--- src/rtl/tblrd_pkg.sv ---
package tblrd_pkg;
  localparam int unsigned BYTE_W = 8;
  typedef logic [BYTE_W-1:0] byte_t;
  localparam byte_t TP_ADDR_DEF = 8'h07;
  localparam byte_t TH_ADDR_DEF = 8'h08;
endpackage

--- src/rtl/tblrd_regs.sv ---
module tblrd_regs
  import tblrd_pkg::*;
#(
  parameter int unsigned RA_W    = 8,
  parameter logic [RA_W-1:0] TP_ADDR = RA_W'(TP_ADDR_DEF),
  parameter logic [RA_W-1:0] TH_ADDR = RA_W'(TH_ADDR_DEF)
) (
  input  logic            clk_i,
  input  logic            rst_ni,
  input  logic            reg_we_i,
  input  logic [RA_W-1:0] reg_addr_i,
  input  byte_t           reg_wdata_i,
  output byte_t           reg_rdata_o,
  input  logic            hb_ld_i,
  input  byte_t           hb_i,
  output byte_t           tp_o
);
  byte_t tp_q, hb_q;
  logic  tp_we;

  assign tp_we = reg_we_i && (reg_addr_i == TP_ADDR);

  always_ff @(posedge clk_i or negedge rst_ni) begin
    if (!rst_ni)    tp_q <= '0;
    else if (tp_we) tp_q <= reg_wdata_i;
  end

  // high byte: loaded only by a table read, never by the register port
  always_ff @(posedge clk_i or negedge rst_ni) begin
    if (!rst_ni)      hb_q <= '0;
    else if (hb_ld_i) hb_q <= hb_i;
  end

  always_comb begin
    if (reg_addr_i == TP_ADDR)      reg_rdata_o = tp_q;
    else if (reg_addr_i == TH_ADDR) reg_rdata_o = hb_q;
    else                            reg_rdata_o = '0;
  end

  assign tp_o = tp_q;


  tp_write_chk: assert property (@(posedge clk_i) disable iff (!rst_ni)
    tp_we |=> tp_q == $past(reg_wdata_i));

  hb_hold_chk: assert property (@(posedge clk_i) disable iff (!rst_ni)
    !hb_ld_i |=> $stable(hb_q));

  hb_load_chk: assert property (@(posedge clk_i) disable iff (!rst_ni)
    hb_ld_i |=> hb_q == $past(hb_i));
endmodule

--- src/rtl/tblrd_seq.sv ---
module tblrd_seq (
  input  logic clk_i,
  input  logic rst_ni,
  input  logic tbrd_i,
  output logic stall_o,
  output logic wr_o
);
  logic wr_q;

  // fetch phase is the strobe cycle; write phase follows it
  assign stall_o = tbrd_i;

  always_ff @(posedge clk_i or negedge rst_ni) begin
    if (!rst_ni) wr_q <= 1'b0;
    else         wr_q <= tbrd_i;
  end

  assign wr_o = wr_q;


  wr_follows_chk: assert property (@(posedge clk_i) disable iff (!rst_ni)
    stall_o |=> wr_o);

  wr_only_after_chk: assert property (@(posedge clk_i) disable iff (!rst_ni)
    !stall_o |=> !wr_o);
endmodule

--- src/rtl/tblrd_split.sv ---
module tblrd_split
  import tblrd_pkg::*;
#(
  parameter int unsigned PM_DW = 16
) (
  input  logic [PM_DW-1:0] word_i,
  output byte_t            lo_o,
  output byte_t            hi_o
);
  localparam int unsigned HI_W = PM_DW - BYTE_W;

  assign lo_o = word_i[BYTE_W-1:0];

  generate
    if (HI_W >= BYTE_W) begin : g_full
      assign hi_o = word_i[BYTE_W+BYTE_W-1:BYTE_W];
    end else begin : g_zext
      assign hi_o = {{(BYTE_W-HI_W){1'b0}}, word_i[PM_DW-1:BYTE_W]};
    end
  endgenerate
endmodule

--- src/rtl/tblrd_unit.sv ---
module tblrd_unit
  import tblrd_pkg::*;
#(
  parameter int unsigned PM_AW = 12,
  parameter int unsigned PM_DW = 16,
  parameter int unsigned RA_W  = 8,
  parameter logic [RA_W-1:0] TP_ADDR = RA_W'(TP_ADDR_DEF),
  parameter logic [RA_W-1:0] TH_ADDR = RA_W'(TH_ADDR_DEF)
) (
  input  logic             clk_i,
  input  logic             rst_ni,
  input  logic             reg_we_i,
  input  logic [RA_W-1:0]  reg_addr_i,
  input  logic [7:0]       reg_wdata_i,
  output logic [7:0]       reg_rdata_o,
  input  logic             tbrd_i,
  input  logic [PM_AW-1:0] pc_i,
  output logic [PM_AW-1:0] pm_addr_o,
  input  logic [PM_DW-1:0] pm_rdata_i,
  output logic             stall_o,
  output logic             dst_we_o,
  output logic [7:0]       dst_data_o
);
  byte_t tp, lo, hi;
  logic  wr;

  tblrd_regs #(
    .RA_W   (RA_W),
    .TP_ADDR(TP_ADDR),
    .TH_ADDR(TH_ADDR)
  ) u_regs (
    .clk_i      (clk_i),
    .rst_ni     (rst_ni),
    .reg_we_i   (reg_we_i),
    .reg_addr_i (reg_addr_i),
    .reg_wdata_i(reg_wdata_i),
    .reg_rdata_o(reg_rdata_o),
    .hb_ld_i    (wr),
    .hb_i       (hi),
    .tp_o       (tp)
  );

  tblrd_seq u_seq (
    .clk_i  (clk_i),
    .rst_ni (rst_ni),
    .tbrd_i (tbrd_i),
    .stall_o(stall_o),
    .wr_o   (wr)
  );

  tblrd_split #(.PM_DW(PM_DW)) u_split (
    .word_i(pm_rdata_i),
    .lo_o  (lo),
    .hi_o  (hi)
  );

  // fetch port steals the address from the core during the strobe cycle
  assign pm_addr_o  = stall_o ? PM_AW'(tp) : pc_i;
  assign dst_we_o   = wr;
  assign dst_data_o = lo;


  pc_pass_chk: assert property (@(posedge clk_i) disable iff (!rst_ni)
    !tbrd_i |-> (pm_addr_o == pc_i && !stall_o));

  dst_lo_chk: assert property (@(posedge clk_i) disable iff (!rst_ni)
    dst_we_o |-> dst_data_o == pm_rdata_i[7:0]);
endmodule

--- config.mk ---
export PLATFORM = sky130hd
export DESIGN_NAME = tblrd_unit
export DESIGN_NICKNAME = d
export VERILOG_FILES = /design/src/rtl/tblrd_pkg.sv /design/src/rtl/tblrd_regs.sv /design/src/rtl/tblrd_seq.sv /design/src/rtl/tblrd_split.sv /design/src/rtl/tblrd_unit.sv
export SDC_FILE = /design/constraint.sdc
export NUM_CORES = 1
export LEC_CHECK = 0
export BUFFER_PORTS_ARGS = -buffer_cell sky130_fd_sc_hd__buf_4
export CAP_MARGIN = 20
export CORE_MARGIN = 1.5
export CORE_UTILIZATION = 41
export CTS_CLUSTER_DIAMETER = 50
export DETAILED_ROUTE_END_ITERATION = 10
export PLACE_DENSITY = 0.83
export SKIP_LAST_GASP = 1
export SYNTH_ARGS = -nofsm -noshare
export SYNTH_HDL_FRONTEND = slang
export SYNTH_SLANG_ARGS = --single-unit
--- constraint.sdc ---
create_clock -name clk_i -period 2.3 [get_ports clk_i]
set_input_delay 0 -clock clk_i [delete_from_list [all_inputs] [get_ports clk_i]]
set_output_delay 0 -clock clk_i [all_outputs]
set_load 0.01 [all_outputs]
==> impl_summary.log <==
INFO  metric slowest_delay = roughly 0.53 ns
INFO  metric netlist_instances = 79
INFO  metric r2r_end = u_regs.hb_q[3]
INFO  metric async_flop_share = 100%
INFO  metric yosys.cell_count.top_type = sky130_fd_sc_hd__mux2_2
INFO  metric post_synth_instance_area = a little under 1000 sq um
INFO  metric synthToLayoutAreaGrowth = 62.0%
INFO  metric syn_area_per_cell = 12.4 sq um
INFO  metric cts_hold_repair.buffers = 18
INFO  metric dieHeight = slightly above 50 microns
INFO  metric endpoint_kind = output pin
INFO  metric wirelength_routed = 2490 microns
INFO  metric grt_start_max_net_pins = 18
INFO  metric io-pin-count = between 70 and 80
INFO  metric antenna-diode-count = 0
INFO  metric die_w = around 52 microns
INFO  metric post_drt_wl_per_cell = approximately 14 microns
INFO  metric synth.cells.most_frequent = sky130_fd_sc_hd__mux2_2 (23), sky130_fd_sc_hd__dfrtp_1 (17), sky130_fd_sc_hd__buf_4 (9)
INFO  metric yosysTopAreaCell = sky130_fd_sc_hd__dfrtp_1
INFO  metric ff2ff_path_depth = 1
INFO  metric globalRouteTotalUtil = between 10% and 20%
INFO  metric worst_slew_pin_slew = 0.693 ns
INFO  metric place.gp.congestion = 0.677
INFO  metric post-cts-setup-buffers = 0
INFO  metric timing.critical_path.from = tbrd_i
INFO  metric library_cell_appearing_most_often_on_the_critical_path = sky130_fd_sc_hd__buf_4
INFO  metric antenna_left = 0
INFO  metric fin_area = approximately 1600 sq um
INFO  metric worst_path_buf_inv = 3
INFO  metric tritoncts_clock_tree = built
INFO  metric vdd.ir_drop.worst = 0.394 mV
INFO  metric first_global_vias = roughly 890
INFO  metric setup_violations = 0
INFO  metric endpoint = pm_addr_o[4]
INFO  metric number_of_standard_cell_rows_in_the_floorplan = 17
INFO  metric start_util = between 40% and 50%
INFO  metric routed_via_density = 4.85
INFO  metric cp_top_family = buffers and inverters
INFO  metric hpwlAfterDp = 1840 microns
INFO  metric core_footprint = approximately 2200 sq um
INFO  metric final.setup_skew = slightly below 0.006 ns
INFO  metric synth_enable_flop_cells = 0
INFO  metric num_vias = between 800 and 900
INFO  metric holdCritPathClass = in2out
INFO  metric finalHoldViolations = 0
INFO  metric later_pin_clock_latency_in_the_skew_report = a little under 0.3 ns
INFO  metric arrival = between 1 and 1.5 ns
INFO  metric grt_pass1_wl = about 3800 microns
INFO  metric initial_antenna_violation_count = 0
INFO  metric worst-r2r-setup-slack = around 1.2 ns
INFO  metric highest_net_fanout_along_the_worst_path = 14
INFO  metric synth-seq-cells = 17
INFO  metric cp_cell_sequence = dlygate4sd3_1, buf_4, mux2_2, buf_4
INFO  metric post-route-period-util = a little over half
INFO  metric ctsLongestPathBuffers = 2
INFO  metric worstReg2RegStart = u_seq.wr_o
INFO  metric global_route.overflow_total = 0
INFO  metric tritoncts.num_buffers = 3
INFO  metric finalSetupTns = 0 ns
INFO  metric yosys.area.top_type_share = roughly 43%
INFO  metric yosys-top-cells-area = sky130_fd_sc_hd__dfrtp_1 (43%), sky130_fd_sc_hd__mux2_2 (26%), sky130_fd_sc_hd__buf_4 (6.9%)
INFO  metric firstDrtPassIters = 3
INFO  metric clk_root_buffer_cell = sky130_fd_sc_hd__clkbuf_4
INFO  metric critPathKind = in2out
INFO  metric synthFlopType = sky130_fd_sc_hd__dfrtp_1
INFO  metric io_buffers = 61
INFO  metric dr.first_iter.drc_count = 3
INFO  metric fmax = roughly 800 MHz
INFO  metric yosysWarningCount = 0
INFO  metric final_nets = around 200
INFO  metric crit_required = 2.30 ns
INFO  metric timing.max_cap.violations = 0
INFO  metric grt_setup_unrepaired = no
INFO  metric die_ar = ~2700 sq um
INFO  metric layout_min_cycle_time = around 1.2 ns
INFO  metric cellPowerDensity = roughly 410 nW/um^2
INFO  metric number_of_nets_in_the_synthesized_netlist = ~130
INFO  metric critPathLaunchType = input pin
INFO  metric clock_sink_count = 17
INFO  metric static-leakage-power = ~0.00076 uW
INFO  metric timing.max_slew.rel_slack = 53.7%
INFO  metric post_cts_resized = 0
INFO  metric htree_levels = 1
INFO  metric synth_cell_types = 15
INFO  metric slew_viol_final = 0
INFO  metric placedInstanceArea = between 1000 and 1500 sq um
INFO  metric detailed_route_drc_error_count = 0
INFO  metric worst-path-stages = 4
INFO  metric ys_seq_area_share = a little over two fifths
INFO  metric drive_gt1_share = 61.1%
INFO  metric status = finished, final reports clean
INFO  metric cpMaxStageDelayCell = sky130_fd_sc_hd__dlygate4sd3_1
[cells by family (layout without fill, tap and decap cells)]
kind of cell,count (synthesis),count (layout),share of synthesized area [%]
multiplexers,24,24,28.0
flip-flops,17,17,43.5
AND/OR/NAND/NOR,17,17,12.9
buffers and inverters,13,83,9.46
AO/OA/AOI/OAI,8,8,6.14
[worst min path at each step]
stage | startpoint | endpoint | cells past startpoint
after floorplan | rst_ni | u_regs.hb_q[0] | 0
after global placement | rst_ni | u_regs.hb_q[6] | 1
after detailed placement | rst_ni | u_seq.wr_o | 1
after CTS | pm_rdata_i[2] | dst_data_o[2] | 0
after global routing | pm_rdata_i[0] | dst_data_o[0] | 0
final | pm_rdata_i[0] | dst_data_o[0] | 0
[cell type report]
| class | instances | area [sq um] |
|---|---|---|
| well taps | 28 | 35.0 |
| clock buffers | 4 | 26.3 |
| repair buffers | 79 | 638 |
| flip-flops and latches | 17 | 425 |
| multi-input cells | 49 | 460 |
| fillers | 168 | 648 |
[flip-flops by register name (all words and copies together), names as in the netlist]
signal / count
u_seq.wr_o: 1
u_regs.tp_o: 8
u_regs.hb_q: 8
[routing by layer]
layer | vias to the layer above | GRT usage (%) | wire length, microns
li1 | 419 | - | -
met1 | 393 | 21.0 | 947
met2 | 39 | 37.1 | 1340
met3 | 8 | 4.02 | 163
met4 | 0 | 8.33 | 40
met5 | - | 0 | 0
[cell usage in the layout, fill, tap and decap left out, drive strengths merged, types with 4 or more instances in the layout]
master / n
buf: 61
mux2: 24
dlygate4sd3: 18
dfrtp: 17
a22oi: 8
nor2: 8
nor2b: 4
clkbuf: 4
[through the flow]
stage	util, %	hold slack, ns	instances	total power (uW)	setup slack, ns
after floorplan	-	-0.296	79	410	1.15
after global placement	61.7	-0.132	155	476	1.11
after detailed placement	61.7	-0.125	155	481	1.07
after CTS	71.0	0.0000749	177	664	1.06
after global routing	71.0	0.0000244	177	694	0.988
final	71.0	0.00000446	177	657	1.06
[report_power, final]
group / total (uW) / internal (uW) / switching [uW]
Combinational: 162 / 110 / 52.4
Sequential: 337 / 320 / 16.3
Clock: 159 / 67.4 / 91.1
(Power assumes the default switching activity.)
